File: src/rtl/tdm6_serializer.sv
module tdm6_serializer #(
  parameter int SAMPLE_W = 24,
  parameter int SLOT_W   = 32,
  parameter int NSLOT    = 6
) (
  input  logic                      clk,
  input  logic                      rst_n,
  input  logic                      bclk_en,
  input  logic                      load_i,
  input  logic [NSLOT*SAMPLE_W-1:0] samples_i,
  output logic                      bclk_o,
  output logic                      fs_o,
  output logic                      sd_o
);

  localparam int HALF_SLOTS = 4;
  localparam int FRAME_LEN  = 2 * HALF_SLOTS * SLOT_W;
  localparam int CW         = $clog2(FRAME_LEN);
  localparam int PW         = $clog2(SLOT_W);
  localparam int SW         = CW - 1 - PW;
  localparam int PER_HALF   = NSLOT / 2;
  localparam int SET_W      = NSLOT * SAMPLE_W;

  logic [CW-1:0]    cnt_q;
  logic [CW-1:0]    cnt_nx;
  logic [SET_W-1:0] hold_q;
  logic [SET_W-1:0] frame_q;
  logic             hold_vld_q;
  logic             active_q;
  logic [PW-1:0]    pos;
  logic [SW-1:0]    sih;
  int               idx;
  logic             bit_nx;

  wire fall = bclk_en & bclk_o;
  wire wrap = fall & (cnt_nx == '0);

  assign cnt_nx = cnt_q + CW'(1);
  assign pos    = cnt_nx[PW-1:0];
  assign sih    = cnt_nx[CW-2:PW];

  always_comb begin
    idx    = (cnt_nx[CW-1] ? PER_HALF : 0) + int'(sih);
    bit_nx = 1'b0;
    if (int'(sih) < PER_HALF && int'(pos) >= 1 && int'(pos) <= SAMPLE_W)
      bit_nx = frame_q[idx*SAMPLE_W + SAMPLE_W - int'(pos)];
  end

  always_ff @(posedge clk) begin
    if (!rst_n) begin
      bclk_o     <= 1'b0;
      cnt_q      <= '0;
      fs_o       <= 1'b0;
      sd_o       <= 1'b0;
      hold_q     <= '0;
      hold_vld_q <= 1'b0;
      frame_q    <= '0;
      active_q   <= 1'b0;
    end else begin
      if (load_i) begin
        hold_q     <= samples_i;
        hold_vld_q <= 1'b1;
      end
      if (bclk_en) bclk_o <= ~bclk_o;
      if (fall) begin
        cnt_q <= cnt_nx;
        fs_o  <= cnt_nx[CW-1];
        sd_o  <= active_q & bit_nx;
      end
      if (wrap) begin
        frame_q  <= hold_q;
        active_q <= hold_vld_q;
      end
    end
  end

  p_hold_r2: assert property (@(posedge clk) disable iff (!rst_n)
    !bclk_en |=> $stable(bclk_o) && $stable(fs_o) && $stable(sd_o));

  p_rise_stable_r6: assert property (@(posedge clk) disable iff (!rst_n)
    $rose(bclk_o) |-> $stable(sd_o) && $stable(fs_o));

  p_fs_rise_r3: assert property (@(posedge clk) disable iff (!rst_n)
    $rose(fs_o) |-> cnt_q == CW'(FRAME_LEN / 2));

  p_fs_fall_r3: assert property (@(posedge clk) disable iff (!rst_n)
    $fell(fs_o) |-> cnt_q == '0);

  p_idle_zero_r8: assert property (@(posedge clk) disable iff (!rst_n)
    !active_q |=> !sd_o);

  p_gap_zero_r5: assert property (@(posedge clk) disable iff (!rst_n)
    (int'(cnt_q[CW-2:PW]) >= PER_HALF) |-> !sd_o);

endmodule

File: config.mk
export PLATFORM = sky130hd
export DESIGN_NAME = tdm6_serializer
export DESIGN_NICKNAME = d
export VERILOG_FILES = /design/src/rtl/tdm6_serializer.sv
export SDC_FILE = /design/constraint.sdc
export NUM_CORES = 1
export LEC_CHECK = 0
export BUFFER_PORTS_ARGS = -buffer_cell sky130_fd_sc_hd__clkbuf_2
export CAP_MARGIN = 20
export CORE_MARGIN = 8
export CORE_UTILIZATION = 58
export DETAILED_ROUTE_END_ITERATION = 16
export HOLD_SLACK_MARGIN = 0.03
export PLACE_DENSITY_LB_ADDON = 0.12
export SETUP_SLACK_MARGIN = 0.02
export SLEW_MARGIN = 20
export SYNTH_ARGS = -nofsm -noshare
export SYNTH_HDL_FRONTEND = slang
export SYNTH_SLANG_ARGS = --single-unit
File: constraint.sdc
create_clock -name clk -period 5.7 [get_ports clk]
set_input_delay 0.57 -clock clk [delete_from_list [all_inputs] [get_ports clk]]
set_output_delay 0.57 -clock clk [all_outputs]
set_load 0.005 [all_outputs]
==> impl_metrics.tcl, run 1 <==
set metrics [dict create \
    timing.critical_path.cells "and3_1 -> nand3_1 -> xnor2_1 -> ha_1 -> inv_1 -> fa_1 -> inv_1 -> ha_1 -> fa_1 -> ha_1 -> nand4b_1 -> o21ai_0 -> xnor2_1 -> a2111oi_0 -> a211oi_1 -> a32oi_1" \
    r2r_slack_ns 1.0 \
    cts_buffers 30 \
    first_global_vias 9445 \
    clock_latency_ns 0.55 \
    cp_top_family "adder cells" \
    hold_end "hold_q[88]" \
    nFillCells 1835 \
    required_ns 6.16 \
    yosysTopAreaCellShare_pct 46.1 \
    dieArea_sq_um 27500 \
    min_period_ns 4.70 \
    finalMaxSlewViolations 0 \
    drt-total-wl_um 27300 \
    diodes 0 \
    arrival_ns 5.16 \
    cts_hold_buffers 0 \
    postRouteAntennaNets 0 \
    grtUsageMet1_pct 25.5 \
    die_h_um 166 \
    critPathLaunchType "register" \
    ys_ff_latch 300 \
    path_clk_slew_ns 0.06 \
    fin_tns_setup_ns 0 \
    dp_hpwl_um 17700 \
    min_path_cells 3 \
    cts_buffer_depth 3 \
    vias 9162 \
    syn_inst 1335 \
    synth.distinct_cells 55 \
    drc 0 \
    power.density_nw_per_um2 299 \
    min-delay-start "samples_i[88]" \
    cpMostUsedCell "ha_1" \
    syn2layout_area_growth_pct 13.4 \
    grt.met3_usage_pct 3.71 \
    drt_pass1_iterations 4 \
    synthTopCellsByCount "nand2_1 (312), dfxtp_1 (300), mux2i_1 (156)" \
    grt_pass1_wl_um 46100 \
    grt_max_degree 131 \
    rr_worst_depth 16 \
    slowest_delay_ns 0.55 \
    place.port_buffers 150 \
    drive_gt1_share_pct 16.8 \
    synthArstFlopShare_pct 0 \
    rsz0062_at_grt "no" \
    cts_setup_buffers 0 \
    drt-initial-drc-count 563 \
    worstSetupPathType "reg -> reg" \
    syn_avg_cell_area_sq_um 9.75 \
    postLayoutCoreUtil_pct 66.0 \
    worstMarginPinSlew_ns 1.03 \
    endpoint_kind "register" \
    synth_area_leaders "dfxtp_1 (46%), mux2i_1 (12%), nand2_1 (9.0%)" \
    nets 1596 \
    syn_area_sq_um 13000 \
    grt_overflow 0 \
    antenna_found_initial 0 \
    worstReg2RegStart "cnt_q[0]" \
    grt_busiest_layer "met2" \
    die_x_um 166 \
    hold_violations 0 \
    initial_core_util_pct 58.2 \
    htreeDepth 1 \
    max-slew-margin-rel_pct 31.1 \
    yosysMostFrequentCell "nand2_1" \
    vdd_drop_max_mv 0.178 \
    via_per_inst 5.28 \
    setup_viol 0 \
    yosysTopAreaCell "dfxtp_1" \
    gp_congestion 0.802 \
    grtUsageMet2_pct 32.8 \
    cap_violations 0 \
    cts_resized 0 \
    wl_per_cell_um 15.7 \
    pin_count 151 \
    power.total_mw 4.41 \
    synth_edf_count 0 \
    cp_slowest_cell "fa_1" \
    outcome "finished clean" \
    cts_root_buf "clkbuf_16" \
    ys_seq_area_share_pct 46.1 \
    track_usage_pct 19.5 \
    synth_nets 1500 \
    rows 55 \
    fin_crit_sh_pct 82.5 \
    cp_max_fo 10 \
    crit_buf_inv 2 \
    cts.sinks 300 \
    ys_warn_count 0 \
    hold_path.class "in -> reg" \
    p_leak_nw 5.80 \
    ys.flop_type "dfxtp_1" \
    core_sq_um 22400 \
    r2r_end "sd_o" \
    cts_tree "yes" \
    fmax_mhz 213 \
    clock_skew_ns 0.0199 \
]
-- through the flow --
step	instance area, sq um	cells	setup WS (ns)	hold slack [ns]
after floorplan	13000	1335	1.33	0.428
after global placement	13800	1684	1.21	0.437
after detailed placement	13800	1684	1.05	0.441
after CTS	14800	1734	1.02	0.255
after global routing	14800	1734	0.589	0.271
final	14800	1734	1.00	0.273
-- area by class of cell --
type | count | area (sq um) | share of cell area [%]
multi-input cells | 923 | 6520 | 44.2
well taps | 285 | 357 | 2.42
clock buffers | 46 | 932 | 6.32
clock inverters | 4 | 45.0 | 0.305
repair buffers | 159 | 833 | 5.65
inverters | 17 | 63.8 | 0.432
flip-flops and latches | 300 | 6010 | 40.7
-- where the power goes --
group / switching [mW] / leakage (nW) / total, mW / internal, mW
Clock: 0.773 / 0.486 / 1.93 / 1.15
Sequential: 0.0384 / 2.45 / 2.20 / 2.16
Combinational: 0.132 / 2.86 / 0.284 / 0.152
-- per-layer routing --
metal	wire length (um)	part of all wire, %	vias to the layer above
li1	-	-	4665
met1	12900	47	4299
met2	12800	47	154
met3	1090	4.0	44
met4	529	1.9	0
met5	0	0	-
-- worst max path at each step --
stage,startpoint,end,slack (ns),depth (start not counted)
floorplan,cnt_q[0],sd_o,1.33,20
global placement,cnt_q[0],sd_o,1.21,18
detailed placement,cnt_q[0],sd_o,1.05,18
CTS,cnt_q[0],sd_o,1.02,18
global route,cnt_q[0],sd_o,0.59,16
finish,cnt_q[0],sd_o,1.0,16
-- cells in the final DEF, fill, tap and decap left out, types with 10 or more instances in the layout --
master / count
and2_1: 10
a21boi_0: 97
a21boi_1: 50
mux4_2: 28
clkbuf_8: 11
mux2i_1: 156
nor2b_1: 145
clkbuf_16: 31
inv_1: 15
xnor2_1: 11
clkbuf_2: 148
ha_1: 13
dfxtp_1: 299
nand2_1: 312
-- logic make-up (layout without fill, tap and decap cells) --
| kind of cell | count (synthesis) | after routing | share of synthesized area (%) |
|---|---|---|---|
| compound gates | 190 | 190 | 10.9 |
| simple gates | 506 | 506 | 18.1 |
| mux | 188 | 188 | 17.5 |
| xor+xnor | 22 | 22 | 1.54 |
| flops | 300 | 300 | 46.1 |
| buf+inv | 112 | 226 | 3.99 |
| fa+ha+maj | 17 | 17 | 1.81 |
-- flip-flops by register name, summed over array words and instances (netlist names) --
name	cells
active_q	1
hold_vld_q	1
fs_o	1
cnt_q	7
hold_q	144
bclk_o	1
frame_q	144
sd_o	1
-- worst min-delay path, cell delays in order --
cell,delay [ns]
clkbuf_2,0.07
mux2i_1,0.05
nor2b_1,0.09
No activity file was read; power rests on OpenSTA's default activity.
==> inputs of run 2 (changes only) <==
==> constraint.sdc (replaced) <==
create_clock -name clk -period 4.55 [get_ports clk]
set_input_delay 0.455 -clock clk [delete_from_list [all_inputs] [get_ports clk]]
set_output_delay 0.455 -clock clk [all_outputs]
set_load 0.005 [all_outputs]
==> impl_metrics.tcl, run 2 (synthesized netlist as in run 1, its figures left out) <==
set metrics [dict create \
    drc 0 \
    vdd_drop_max_mv 0.256 \
    core_sq_um 22400 \
    arrival_ns 4.81 \
    clock_latency_ns 0.54 \
    dp.cells 1686 \
    p_leak_nw 5.89 \
    clock_skew_ns 0.00728 \
    drt-total-wl_um 26800 \
    dieArea_sq_um 27500 \
    r2r_end "sd_o" \
    wl_per_cell_um 15.4 \
    cts_buffers 30 \
    hold_ws_ns 0.169 \
    cpMostUsedCell "inv_1" \
    postLayoutCoreUtil_pct 67.2 \
    cts.sinks 300 \
    diodes 0 \
    power.density_nw_per_um2 390 \
    final_area_sq_um 15000 \
    required_ns 5.01 \
    swShare_pct 20.6 \
    worstMarginPinSlew_ns 1.01 \
    rr_worst_depth 18 \
    placed_cell_area_sq_um 13800 \
    htreeDepth 1 \
    drive_gt1_share_pct 18.1 \
    cts_tree "yes" \
    endpoint_kind "register" \
    hold_path.class "in -> reg" \
    path_clk_slew_ns 0.06 \
    outcome "finished clean" \
    layoutNonFillerInstCount 1741 \
    cp_max_fo 10 \
    place.port_buffers 150 \
    slowest_delay_ns 0.49 \
    p_clk_share_pct 46.9 \
    postRouteAntennaNets 0 \
    first_global_vias 9164 \
    fin_tns_setup_ns 0 \
    worstSetupPathType "reg -> reg" \
    crit_path_end "sd_o" \
    grt_pass1_wl_um 45500 \
    initial_core_util_pct 58.2 \
    timing.critical_path.cells "and3_4 -> nand3_1 -> nor2_2 -> xnor2_2 -> inv_1 -> ha_1 -> inv_1 -> fa_2 -> inv_1 -> ha_1 -> fa_1 -> ha_4 -> nand4b_1 -> o21ai_0 -> xnor2_2 -> a2111oi_2 -> o311ai_1 -> a32oi_1" \
    grt_overflow 0 \
    regArea_sq_um 6010 \
    min_period_ns 4.36 \
    die_x_um 166 \
    cp_slowest_cell "fa_1" \
    drt_pass1_iterations 4 \
    drt-initial-drc-count 567 \
    top_regs "frame_q (144), hold_q (144), cnt_q (7)" \
    min-delay-start "samples_i[66]" \
    layout_commonest_cell "nand2_1" \
    cp_top_family "adder cells" \
    dp_hpwl_um 17300 \
    antenna_found_initial 0 \
    gp_congestion 0.830 \
    pin_count 151 \
    cts_root_buf "clkbuf_16" \
    final_cell_mix "nand2_1 (312), dfxtp_1 (297), mux2i_1 (156)" \
    r2r_slack_ns 0.19 \
    cap_violations 0 \
    max-slew-margin-rel_pct 32.6 \
    setup_viol 0 \
    via_per_inst 5.24 \
    worst-path-stages 18 \
    power.internal_mw 4.66 \
    critPathLaunchType "register" \
    startpoint "cnt_q[2]" \
    rows 55 \
    p_sw_mw 1.21 \
    fin_crit_sh_pct 95.8 \
    multi_input_area_sq_um 6590 \
    die_h_um 166 \
    hold_violations 0 \
    grt_max_degree 192 \
    p_comb_share_pct 6.2 \
    nets 1598 \
    worstReg2RegStart "cnt_q[2]" \
    cts_setup_buffers 0 \
    syn2layout_area_growth_pct 15.4 \
    vias 9126 \
    track_usage_pct 19.2 \
    crit_buf_inv 3 \
    nFillCells 1886 \
    seq_power_share_pct 46.9 \
    cts_buffer_depth 3 \
    fmax_mhz 230 \
    finalMaxSlewViolations 0 \
]
[run 2: power by group through the flow]
stage	logic [mW]	clock network, mW	registers, mW
CTS	0.368	2.81	2.75
finish	0.362	2.75	2.75
global placement	0.361	0	2.81
detailed placement	0.366	0	2.81
floorplan	0.259	0	2.79
global route	0.398	2.91	2.76
[run 2: per-stage QoR]
step                      power, mW  setup slack [ns]
after floorplan                3.05             0.185
after global placement         3.17             0.178
after detailed placement       3.17           -0.0588
after CTS                      5.93            0.0393
after global routing           6.07           -0.0296
final                          5.86             0.193
[run 2: final cells by class]
type                    count  share of cell area (%)
clock buffers              45                    5.98
clock inverters            10                    1.54
inverters                  17                   0.425
multi-input cells         923                    43.8
flip-flops and latches    300                    40.0
well taps                 285                    2.37
repair buffers            161                    5.83
[run 2: routing by layer]
layer	vias to the layer above	share of wire (%)	track usage [%]	routed length [um]
met2	159	47	32.2	12500
met1	4261	47	25.6	12600
met3	32	4.6	3.42	1240
met4	0	1.6	3.91	431
met5	-	0	0	0
li1	4674	-	-	-
[run 2: repair_timing]
action	4_1_cts	5_1_grt
endpoints found under the setup margin	1	1
resized for setup	2	16
pin swaps	0	1
hold buffers	0	0
[run 2: worst min-delay path by stage]
stage	to	depth (start not counted)	slack (ns)
2_1_floorplan	hold_vld_q	1	0.43
3_3_place_gp	hold_vld_q	1	0.44
3_5_place_dp	hold_vld_q	1	0.44
4_1_cts	hold_q[66]	3	0.15
5_1_grt	hold_q[68]	3	0.16
6_report	hold_q[66]	3	0.17
[run 2: worst reg2reg max path, cell delays in order (launching register included)]
cell	delay (ns)
dfxtp_2	0.37
and3_4	0.21
nand3_1	0.15
nor2_2	0.16
xnor2_2	0.16
inv_1	0.07
ha_1	0.19
inv_1	0.07
fa_2	0.47
inv_1	0.14
ha_1	0.22
fa_1	0.49
ha_4	0.36
nand4b_1	0.10
o21ai_0	0.29
xnor2_2	0.16
a2111oi_2	0.33
o311ai_1	0.15
a32oi_1	0.19
==> inputs of run 3 (changes only) <==
==> constraint.sdc (replaced) <==
create_clock -name clk -period 4.55 [get_ports clk]
set_input_delay 0.91 -clock clk [delete_from_list [all_inputs] [get_ports clk]]
set_output_delay 0.91 -clock clk [all_outputs]
set_load 0.005 [all_outputs]
==> impl_metrics.tcl, run 3 (synthesized netlist as in run 1, its figures left out) <==
set metrics [dict create \
    outcome "finished clean" \
    cts.sinks 300 \
    min_period_ns 4.28 \
    layoutNonFillerInstCount 1744 \
    diodes 0 \
    cts_setup_buffers 0 \
    die_h_um 166 \
    layout_commonest_cell "nand2_1" \
    die_x_um 166 \
    power.total_mw 5.71 \
    final_cell_mix "nand2_1 (312), dfxtp_1 (297), mux2i_1 (156)" \
    power.density_nw_per_um2 381 \
    gp_congestion 0.806 \
    clock_skew_ns 0.00994 \
    grt_max_degree 137 \
    htreeDepth 1 \
    fmax_mhz 234 \
    required_ns 4.97 \
    p_leak_nw 5.88 \
    cts_buffers 31 \
    cts_tree "yes" \
    path_clk_slew_ns 0.06 \
    clock_latency_ns 0.55 \
    fin_crit_sh_pct 94.0 \
    worstMarginPinSlew_ns 0.959 \
    drive_gt1_share_pct 18.6 \
    pin_count 151 \
    grt_pass1_wl_um 45400 \
    max-slew-margin-rel_pct 36.1 \
    cts_buffer_depth 3 \
    dp_hpwl_um 17400 \
    top_regs "frame_q (144), hold_q (144), cnt_q (7)" \
    postRouteAntennaNets 0 \
    cap_violations 0 \
    drt-initial-drc-count 563 \
    initial_core_util_pct 58.2 \
    arrival_ns 4.69 \
    drt-total-wl_um 27000 \
    rows 55 \
    regArea_sq_um 6010 \
    vias 9085 \
    cp_max_fo 5 \
    first_global_vias 9223 \
    multi_input_area_sq_um 6600 \
    critPathLaunchType "register" \
    nets 1600 \
    setup_viol 0 \
    finalMaxSlewViolations 0 \
    vdd_drop_max_mv 0.264 \
    syn2layout_area_growth_pct 15.1 \
    endpoint_kind "register" \
    core_sq_um 22400 \
    drt_pass1_iterations 5 \
    nFillCells 1814 \
    wl_per_cell_um 15.5 \
    hold_violations 0 \
    drc 0 \
    track_usage_pct 19.1 \
    grt_overflow 0 \
    cts_root_buf "clkbuf_16" \
    rsz0062_at_grt "no" \
    antenna_found_initial 0 \
    dp.cells 1687 \
    dieArea_sq_um 27500 \
    hold_path.class "reg -> reg" \
    worstSetupPathType "reg -> reg" \
    place.port_buffers 150 \
    via_per_inst 5.21 \
]
-- run 3: cell count changes in the layout (fill, tap and decap cells not counted), sizes merged --
cell	change
bufinv	-4
clkinv	+3
buf	+2
clkinvlp	+2
-- run 3: routing by layer --
layer	up-vias	share of wire (%)	routed length, um	track usage (%)
met2	157	47	12600	32.3
met3	36	4.6	1230	3.64
met5	-	0	0	0
met4	0	1.5	412	3.79
met1	4201	47	12700	25.2
li1	4691	-	-	-
-- run 3: final timing paths --
check                                  from          end  slack, ns  cells after the start
worst max register to register     cnt_q[2]         sd_o       0.27                     20
worst min register to register  frame_q[93]  frame_q[93]       0.45                      2
worst max-delay path               cnt_q[2]         sd_o       0.27                     20
worst min-delay path            frame_q[93]  frame_q[93]       0.45                      2
-- run 3: power breakdown --
part	leakage (nW)	internal (mW)	switching, mW	total (mW)
logic	2.91	0.194	0.168	0.362
registers	2.45	2.71	0.0435	2.75
clock network	0.523	1.58	1.02	2.60
total	5.88	4.48	1.23	5.71
-- run 3: timing repair --
action                     CTS  global route
setup endpoints to repair    1             1
pin swaps                    0             1
resized for setup            3            19
hold buffers                 0             0
-- run 3: critical path, cell delays in order, from the launching register on --
cell,delay (ns)
dfxtp_2,0.38
and3_4,0.22
nand3_2,0.11
nor2_2,0.15
xnor2_2,0.11
inv_1,0.08
ha_1,0.14
inv_1,0.05
fa_2,0.57
inv_1,0.10
ha_1,0.28
inv_1,0.04
ha_1,0.25
inv_1,0.04
ha_1,0.36
and3b_2,0.27
nor2_4,0.06
xor2_1,0.15
or4_1,0.54
o311ai_2,0.10
a32oi_1,0.14
-- run 3: layout make-up --
class                   count  area share [%]
multi-input cells         923            44.1
repair buffers            162            5.88
flip-flops and latches    300            40.1
clock inverters            11           0.943
clock buffers              46            6.22
inverters                  17           0.426
well taps                 285            2.38
-- run 3: per-stage QoR --
step / instance area [sq um] / hold slack [ns] / util (%) / worst slack, ns / setup TNS, ns
after floorplan: 13000 / 0.428 / - / 0.185 / 0
after global placement: 13800 / 0.437 / 61.8 / 0.171 / 0
after detailed placement: 13800 / 0.443 / 61.8 / -0.111 / -0.111
after CTS: 14900 / 0.451 / 66.7 / 0.0267 / 0
after global routing: 15000 / 0.462 / 67.0 / 0.0369 / 0
final: 15000 / 0.448 / 67.0 / 0.274 / 0
